--- config.mk ---
export PLATFORM = sky130hd
export DESIGN_NAME = recall_seq_ctrl
export DESIGN_NICKNAME = d
export VERILOG_FILES = /design/src/rtl/recall_pkg.sv /design/src/rtl/recall_seq_detect.sv /design/src/rtl/recall_shadow.sv /design/src/rtl/recall_sram.sv /design/src/rtl/recall_engine.sv /design/src/rtl/recall_seq_ctrl.sv
export SDC_FILE = /design/constraint.sdc
export NUM_CORES = 1
export LEC_CHECK = 0
export ABC_AREA = 1
export BUFFER_PORTS_ARGS = -buffer_cell sky130_fd_sc_hd__buf_2
export CAP_MARGIN = 20
export CELL_PAD_IN_SITES_DETAIL_PLACEMENT = 0
export CELL_PAD_IN_SITES_GLOBAL_PLACEMENT = 1
export CORE_ASPECT_RATIO = 1.1
export CORE_UTILIZATION = 40
export CTS_CLUSTER_DIAMETER = 50
export DETAILED_ROUTE_END_ITERATION = 6
export PLACE_DENSITY_LB_ADDON = 0.05
export SYNTH_ARGS = -nofsm -noshare
export SYNTH_HDL_FRONTEND = slang
export SYNTH_HIERARCHICAL = 1
export SYNTH_SLANG_ARGS = --single-unit
--- constraint.sdc ---
create_clock -name clk -period 2.1 [get_ports clk]
set_input_delay 0.42 -clock clk [delete_from_list [all_inputs] [get_ports clk]]
set_output_delay 0.42 -clock clk [all_outputs]
set_load 0.05 [all_outputs]
--- src/rtl/recall_pkg.sv ---
// Package: shared types and the unlock address pattern for the recall controller.
// Assumes the pattern is fixed at six 14-bit addresses; wider buses zero-extend them.
package recall_pkg;

    localparam int SEQ_LEN   = 6;
    localparam int SEQ_ADR_W = 14;

    // Recall engine phases.
    typedef enum logic [1:0] {
        RC_IDLE,
        RC_CLEAR,
        RC_COPY,
        RC_HOLD
    } rc_state_t;

    // Expected address for a given step of the unlock pattern.
    function automatic logic [SEQ_ADR_W-1:0] seq_addr(input logic [2:0] step);
        logic [SEQ_ADR_W-1:0] a;
        case (step)
            3'd0:    a = 14'h0E38;
            3'd1:    a = 14'h31C7;
            3'd2:    a = 14'h03E0;
            3'd3:    a = 14'h3C1F;
            3'd4:    a = 14'h303F;
            3'd5:    a = 14'h0C63;
            default: a = '0;
        endcase
        return a;
    endfunction

endpackage

--- src/rtl/recall_seq_detect.sv ---
// Unlock detector: tracks how far the chip-enabled accesses have progressed
// through the six-read pattern and pulses fire on the final matching read.
// Assumes acc_valid is already masked while a recall is in progress.
module recall_seq_detect
    import recall_pkg::*;
#(
    parameter int ADDR_W = 14
) (
    input  logic              clk,
    input  logic              rst_n,
    input  logic              acc_valid,
    input  logic              acc_write,
    input  logic [ADDR_W-1:0] acc_addr,
    output logic              fire,
    output logic [2:0]        step
);

    localparam logic [2:0] LAST_STEP = 3'(SEQ_LEN - 1);

    logic [2:0] step_q;
    logic [2:0] step_d;
    logic       hit;
    logic       hit_first;

    // Compare the access address against the expected and the first pattern address.
    always_comb begin
        hit       = (acc_addr == ADDR_W'(seq_addr(step_q)));
        hit_first = (acc_addr == ADDR_W'(seq_addr(3'd0)));
    end

    // Next-step decision for one chip-enabled access.
    always_comb begin
        step_d = step_q;
        fire   = 1'b0;
        if (acc_valid) begin
            if (acc_write) begin
                step_d = 3'd0;
            end else if (hit) begin
                if (step_q == LAST_STEP) begin
                    step_d = 3'd0;
                    fire   = 1'b1;
                end else begin
                    step_d = step_q + 3'd1;
                end
            end else if (hit_first) begin
                step_d = 3'd1;
            end else begin
                step_d = 3'd0;
            end
        end
    end

    // Step register with synchronous reset.
    always_ff @(posedge clk) begin
        if (!rst_n) step_q <= 3'd0;
        else        step_q <= step_d;
    end

    assign step = step_q;

endmodule

--- src/rtl/recall_shadow.sv ---
// Shadow nonvolatile image: a fixed, read-only word per index computed from
// NV_MUL and NV_ADD. Nothing in this block writes it.
module recall_shadow #(
    parameter int DEPTH  = 16,
    parameter int DATA_W = 8,
    parameter int NV_MUL = 37,
    parameter int NV_ADD = 90,
    localparam int IDX_W = $clog2(DEPTH)
) (
    input  logic [IDX_W-1:0]  rd_idx,
    output logic [DATA_W-1:0] rd_data
);

    logic [DATA_W-1:0] image [DEPTH];

    // One constant word per index.
    for (genvar g = 0; g < DEPTH; g++) begin : g_word
        assign image[g] = DATA_W'(g * NV_MUL + NV_ADD);
    end

    // Combinational lookup.
    assign rd_data = image[rd_idx];

endmodule

--- src/rtl/recall_sram.sv ---
// Working SRAM: one write port and one registered read port.
// The array itself has no reset. Only the read register is reset.
// rd_zero forces the returned word to zero (used while a recall runs).
module recall_sram #(
    parameter int DEPTH  = 16,
    parameter int DATA_W = 8,
    localparam int IDX_W = $clog2(DEPTH)
) (
    input  logic              clk,
    input  logic              rst_n,
    input  logic              wr_en,
    input  logic [IDX_W-1:0]  wr_idx,
    input  logic [DATA_W-1:0] wr_data,
    input  logic              rd_en,
    input  logic              rd_zero,
    input  logic [IDX_W-1:0]  rd_idx,
    output logic [DATA_W-1:0] rd_data
);

    logic [DATA_W-1:0] mem [DEPTH];

    // Array write, deliberately kept out of reset.
    always_ff @(posedge clk) begin
        if (wr_en) mem[wr_idx] <= wr_data;
    end

    // Registered read data, holding between reads.
    always_ff @(posedge clk) begin
        if (!rst_n)     rd_data <= '0;
        else if (rd_en) rd_data <= rd_zero ? '0 : mem[rd_idx];
    end

endmodule

--- src/rtl/recall_engine.sv ---
// Recall engine: on start it walks every index once to write zero, then walks
// again to copy the shadow word, then waits until RECALL_CYC cycles have passed.
// Assumes RECALL_CYC >= 2*DEPTH, and ignores start while busy.
module recall_engine
    import recall_pkg::*;
#(
    parameter int DEPTH      = 16,
    parameter int DATA_W     = 8,
    parameter int RECALL_CYC = 40,
    localparam int IDX_W     = $clog2(DEPTH),
    localparam int CNT_W     = $clog2(RECALL_CYC + 1)
) (
    input  logic              clk,
    input  logic              rst_n,
    input  logic              start,
    input  logic [DATA_W-1:0] sh_data,
    output logic [IDX_W-1:0]  ptr,
    output logic              wr_en,
    output logic [DATA_W-1:0] wr_data,
    output logic              busy,
    output rc_state_t         state
);

    localparam logic [IDX_W-1:0] PTR_LAST = IDX_W'(DEPTH - 1);
    localparam logic [CNT_W-1:0] CNT_LAST = CNT_W'(RECALL_CYC - 1);

    rc_state_t        st_q;
    logic [IDX_W-1:0] ptr_q;
    logic [CNT_W-1:0] cnt_q;

    // Phase sequencing, word pointer and cycle-time counter.
    always_ff @(posedge clk) begin
        if (!rst_n) begin
            st_q  <= RC_IDLE;
            ptr_q <= '0;
            cnt_q <= '0;
        end else begin
            case (st_q)
                RC_IDLE: begin
                    if (start) begin
                        st_q  <= RC_CLEAR;
                        ptr_q <= '0;
                        cnt_q <= '0;
                    end
                end
                RC_CLEAR: begin
                    cnt_q <= cnt_q + 1'b1;
                    ptr_q <= ptr_q + 1'b1;
                    if (ptr_q == PTR_LAST) begin
                        st_q  <= RC_COPY;
                        ptr_q <= '0;
                    end
                end
                RC_COPY: begin
                    cnt_q <= cnt_q + 1'b1;
                    ptr_q <= ptr_q + 1'b1;
                    if (ptr_q == PTR_LAST) begin
                        st_q <= (cnt_q == CNT_LAST) ? RC_IDLE : RC_HOLD;
                    end
                end
                RC_HOLD: begin
                    cnt_q <= cnt_q + 1'b1;
                    if (cnt_q == CNT_LAST) st_q <= RC_IDLE;
                end
                default: st_q <= RC_IDLE;
            endcase
        end
    end

    // Array write request for the current phase.
    always_comb begin
        wr_en   = (st_q == RC_CLEAR) || (st_q == RC_COPY);
        wr_data = (st_q == RC_COPY) ? sh_data : '0;
    end

    assign ptr   = ptr_q;
    assign busy  = (st_q != RC_IDLE);
    assign state = st_q;

endmodule

--- src/rtl/recall_seq_ctrl.sv ---
// Top: memory port in front of the working SRAM, the unlock detector and the
// recall engine. While busy, port writes are dropped, reads return zero and the
// detector sees no accesses. Reset leaves both arrays unchanged.
module recall_seq_ctrl
    import recall_pkg::*;
#(
    parameter int ADDR_W     = 14,
    parameter int DATA_W     = 8,
    parameter int DEPTH      = 16,
    parameter int RECALL_CYC = 40,
    parameter int NV_MUL     = 37,
    parameter int NV_ADD     = 90
) (
    input  logic              clk,
    input  logic              rst_n,
    input  logic              ce,
    input  logic              we,
    input  logic [ADDR_W-1:0] addr,
    input  logic [DATA_W-1:0] wdata,
    output logic [DATA_W-1:0] rdata,
    output logic              busy
);

    localparam int IDX_W = $clog2(DEPTH);

    logic              seq_fire;
    logic [2:0]        seq_step;
    logic              eng_busy;
    logic              eng_we;
    logic [DATA_W-1:0] eng_wdata;
    logic [IDX_W-1:0]  eng_ptr;
    logic [DATA_W-1:0] sh_data;
    rc_state_t         eng_state;
    logic              mem_we;
    logic [IDX_W-1:0]  mem_widx;
    logic [DATA_W-1:0] mem_wdata;
    logic              port_ok;

    // Port accesses count only while no recall runs.
    assign port_ok = ce && !eng_busy;

    recall_seq_detect #(.ADDR_W(ADDR_W)) u_detect (
        .clk       (clk),
        .rst_n     (rst_n),
        .acc_valid (port_ok),
        .acc_write (we),
        .acc_addr  (addr),
        .fire      (seq_fire),
        .step      (seq_step)
    );

    recall_shadow #(
        .DEPTH  (DEPTH),
        .DATA_W (DATA_W),
        .NV_MUL (NV_MUL),
        .NV_ADD (NV_ADD)
    ) u_shadow (
        .rd_idx  (eng_ptr),
        .rd_data (sh_data)
    );

    recall_engine #(
        .DEPTH      (DEPTH),
        .DATA_W     (DATA_W),
        .RECALL_CYC (RECALL_CYC)
    ) u_engine (
        .clk     (clk),
        .rst_n   (rst_n),
        .start   (seq_fire),
        .sh_data (sh_data),
        .ptr     (eng_ptr),
        .wr_en   (eng_we),
        .wr_data (eng_wdata),
        .busy    (eng_busy),
        .state   (eng_state)
    );

    // Write port select: the engine owns the array while busy, the port otherwise.
    always_comb begin
        if (eng_busy) begin
            mem_we    = eng_we;
            mem_widx  = eng_ptr;
            mem_wdata = eng_wdata;
        end else begin
            mem_we    = ce && we;
            mem_widx  = addr[IDX_W-1:0];
            mem_wdata = wdata;
        end
    end

    recall_sram #(.DEPTH(DEPTH), .DATA_W(DATA_W)) u_sram (
        .clk     (clk),
        .rst_n   (rst_n),
        .wr_en   (mem_we),
        .wr_idx  (mem_widx),
        .wr_data (mem_wdata),
        .rd_en   (ce && !we),
        .rd_zero (eng_busy),
        .rd_idx  (addr[IDX_W-1:0]),
        .rd_data (rdata)
    );

    assign busy = eng_busy;

endmodule

==> key figures <==
Outcome
  • Status: complete, but fails checks
  • Failing checks: setup timing

Job
  • # Max-Cap Violations: 0

Cells and area
  • Fin cells: 1256
  • Fin nets: 1037
  • Area occupied by multi-input gates: 2790 µm²
  • Most common cell after layout, fill and taps aside: nand2_1
  • Area growth, synth to finish: 24.0%
  • Post-Layout Inst Area: 9620 µm²
  • Register area: 4310 µm²
  • Layout cells sized above 1: 23.4%
  • Ant. Diodes: 0
  • Most frequent cells in the layout: nand2_1 (296), inv_1 (140), edfxtp_1 (128), nand3_1 (121), buf_4 (59)
  • Fin util: 50.5%
  • Fillers: 1802

Power
  • Clock Power Share: 37.4%
  • Overall power: 8.50 mW
  • Sw Ratio: 29.0%
  • Sw power: 2.46 mW
  • VDD IR max: 564 µV
  • Gate power share: 20.2%
  • Seq pwr share: 42.4%
  • Static Leak: 4.35 nW
  • Power per Cell Area: 884 nW/µm²
  • Internal power: 6.04 mW

Floorplanning
  • Die footprint: 20000 µm²
  • Core area: 19000 µm²
  • Starting Density: 40.8%
  • Die height: 148 µm
  • Die X: 135 µm
  • I/O pin cnt: 35
  • Row count: 53

Clock network
  • Clk sink count: 151
  • CTS root buf: clkbuf_16
  • Num CTS Buffers: 17
  • Clock latency at the later pin of the worst-skew pair: 0.43 ns
  • Htree depth: 4
  • TritonCTS clock tree: yes
  • Longest Clk Path Bufs: 2
  • Clock transition at path regs: 0.06 ns

Setup path
  • Worst-path maximum fanout: 8
  • Worst r2r src: u_detect/step[0]$_SDFFE_PN0P_
  • Worst R2R Setup Slack: -0.05 ns
  • Worst setup EP type: flop
  • Setup crit end: u_engine/cnt_q[0]$_SDFFE_PN0N_
  • CP required: 2.42 ns
  • Reg2reg path depth: 18
  • Reg-to-Reg End: u_engine/cnt_q[0]$_SDFFE_PN0N_
  • CP Class: reg2reg
  • Critical Path Start Type: flop
  • WP data arrival: 2.47 ns
  • Worst Setup SP: u_detect/step[0]$_SDFFE_PN0P_

Logic synthesis
  • Syn Area/Cell: 8.68 µm²
  • Ys Warns: 6
  • Number of different library cells in the post-synthesis netlist: 38
  • Top cells by area, synth: edfxtp_1 (50%), nand2_1 (15%), nand3_1 (8.0%)
  • Gate count of the mapped netlist: 894
  • Async set-or-reset flop fraction in the synthesized netlist: 0%
  • Top FF cell, synth: edfxtp_1
  • Post-synthesis register bit count: 151
  • Post-synthesis sequential area ratio: 55.5%
  • Syn_nets: 935
  • Area leader, netlist: edfxtp_1
  • Number of flops mapped to enable cells by yosys: 128
  • Mapped cell area: 7760 µm²
  • Share of the synthesized area in the top cell type: 49.5%

Global route
  • Number of global-route vias before repair: 5635
  • Congestion Overflow GR: 0
  • Largest net degree at the start of global routing: 33
  • All-layer global routing usage: 20.4%
  • Initial antenna violation count: 0
  • First-pass GRT wire length: 29.8 mm

Routing
  • Vias: 5987
  • Drt total wl: 19.3 mm
  • Vias per cell: 4.77
  • DRC violations left: 0
  • Wire length per cell: 15.4 µm
  • DR iter-0 viols: 260
  • Post-DRT Antenna Nets: 0
  • Drt pass-1 iters: 5

STA
  • Clk_skew: 0.00839 ns
  • Hold Slack: 0.348 ns
  • Final period util: 103%
  • Slew Limit Fails: 0
  • Number of hold violations in the final report: 0
  • Setup ws final: -0.0526 ns
  • Highest Clock Rate: 465 MHz
  • Post-route minimum period: 2.15 ns
  • Slew headroom: 69.8%
  • Setup-failing EPs final: 4
  • Unrepaired setup endpoints after global routing: yes
  • Worst-margin pin slew: 0.453 ns

Placement
  • Placed cells: 1212
  • HPWL after DPL: 13.0 mm
  • RePlAce Congestion: 0.835
  • # port buffers: 34
  • Placed cell area: 8750 µm²

Hold path
  • Hold crit path type: in2reg
[power by group through the flow]
stage | clock network [mW] | logic [mW] | registers (mW)
finish | 3.18 | 1.72 | 3.61
global route | 3.35 | 1.89 | 3.61
CTS | 3.24 | 1.65 | 3.60
detailed placement | 0 | 1.62 | 3.67
global placement | 0 | 1.60 | 3.66
floorplan | 0 | 0.934 | 3.71
[synthesized netlist by cell type (5+ instances only)]
library cell,number
nor3_1,6
nand2_2,7
inv_1,146
nor2_1,42
nand3b_1,5
ha_1,15
a21oi_1,15
buf_2,5
edfxtp_1,128
buf_4,8
inv_2,7
nand3_1,124
dfxtp_1,23
nand2_1,311
buf_6,15
[how the worst min path moves through the flow]
stage | startpoint | end | slack (ns) | cells past startpoint
after floorplan | u_engine/cnt_q[5]$_SDFFE_PN0N_ | u_engine/cnt_q[5]$_SDFFE_PN0N_ | 0.50 | 3
after global placement | u_sram/rd_data[0]$_SDFFE_PN0P_ | u_sram/rd_data[0]$_SDFFE_PN0P_ | 0.46 | 2
after detailed placement | u_sram/rd_data[6]$_SDFFE_PN0P_ | u_sram/rd_data[6]$_SDFFE_PN0P_ | 0.45 | 2
after CTS | rst_n | u_engine/state[1]$_SDFFE_PN0P_ | 0.32 | 3
after global routing | we | u_detect/step[0]$_SDFFE_PN0P_ | 0.36 | 4
final | rst_n | u_engine/state[0]$_SDFFE_PN0P_ | 0.35 | 3
[layout make-up]
| class | instances | share of cell area, % |
|---|---|---|
| tap | 247 | 3.21 |
| multi-input combinational | 556 | 29.0 |
| inverter | 158 | 6.60 |
| clock buffer | 17 | 4.42 |
| sequential | 151 | 44.8 |
| clock inverter | 15 | 2.00 |
| timing repair buffer | 112 | 9.97 |
[cells by family (layout without fill, tap and decap cells)]
kind of cell | count (synthesis) | count (layout) | synth area share [%]
AOI/OAI and AO/OA | 24 | 24 | 1.76
adders and majority gates | 15 | 15 | 2.42
and+or+nand+nor | 514 | 515 | 28.7
buffers and inverters | 188 | 302 | 11.4
DFF | 151 | 151 | 55.5
xor gates and xnor gates | 2 | 2 | 0.226
[metal layers]
metal,up-vias,global-route usage (%),part of all wire (%)
met4,0,6.80,1.3
met3,22,3.37,3.5
met5,-,0,0
li1,3041,-,-
met1,2825,23.8,41
met2,99,37.7,54
[registers in the layout, indices dropped and copies added (netlist names)]
signal and count:
u_detect/step 3, u_engine/cnt_q 6, u_engine/ptr 4, u_engine/state 2, u_sram/mem 128, u_sram/rd_data 8
[worst max-delay path, cell delays in order, from the launching register on]
cell	delay (ns)
dfxtp_2	0.34
buf_6	0.15
inv_8	0.05
nand2_4	0.07
nand2_2	0.05
nand2_1	0.07
nand2_2	0.05
nor2_2	0.11
nand2_2	0.08
nor2_4	0.11
nand3_2	0.10
nor3_2	0.19
inv_2	0.07
buf_4	0.13
buf_4	0.13
nand2_4	0.08
buf_6	0.10
xnor2_1	0.10
nor2_1	0.06
[what timing repair did]
action / 4_1_cts / 5_1_grt
gates cloned: 1 / 0
gates resized for setup: 15 / 37
buffers inserted: 4 / 7
hold buffers: 0 / 0
pin swaps: 12 / 26
endpoints found under the setup margin: 12 / 121
[stage by stage]
| step | setup slack, ns | setup TNS [ns] |
|---|---|---|
| global route | -0.230 | -1.93 |
| CTS | -0.0654 | -0.389 |
| floorplan | -0.189 | -5.14 |
| global placement | -0.134 | -0.774 |
| finish | -0.0526 | -0.0936 |
| detailed placement | -0.167 | -1.12 |
Power figures use the tool's default switching activity.
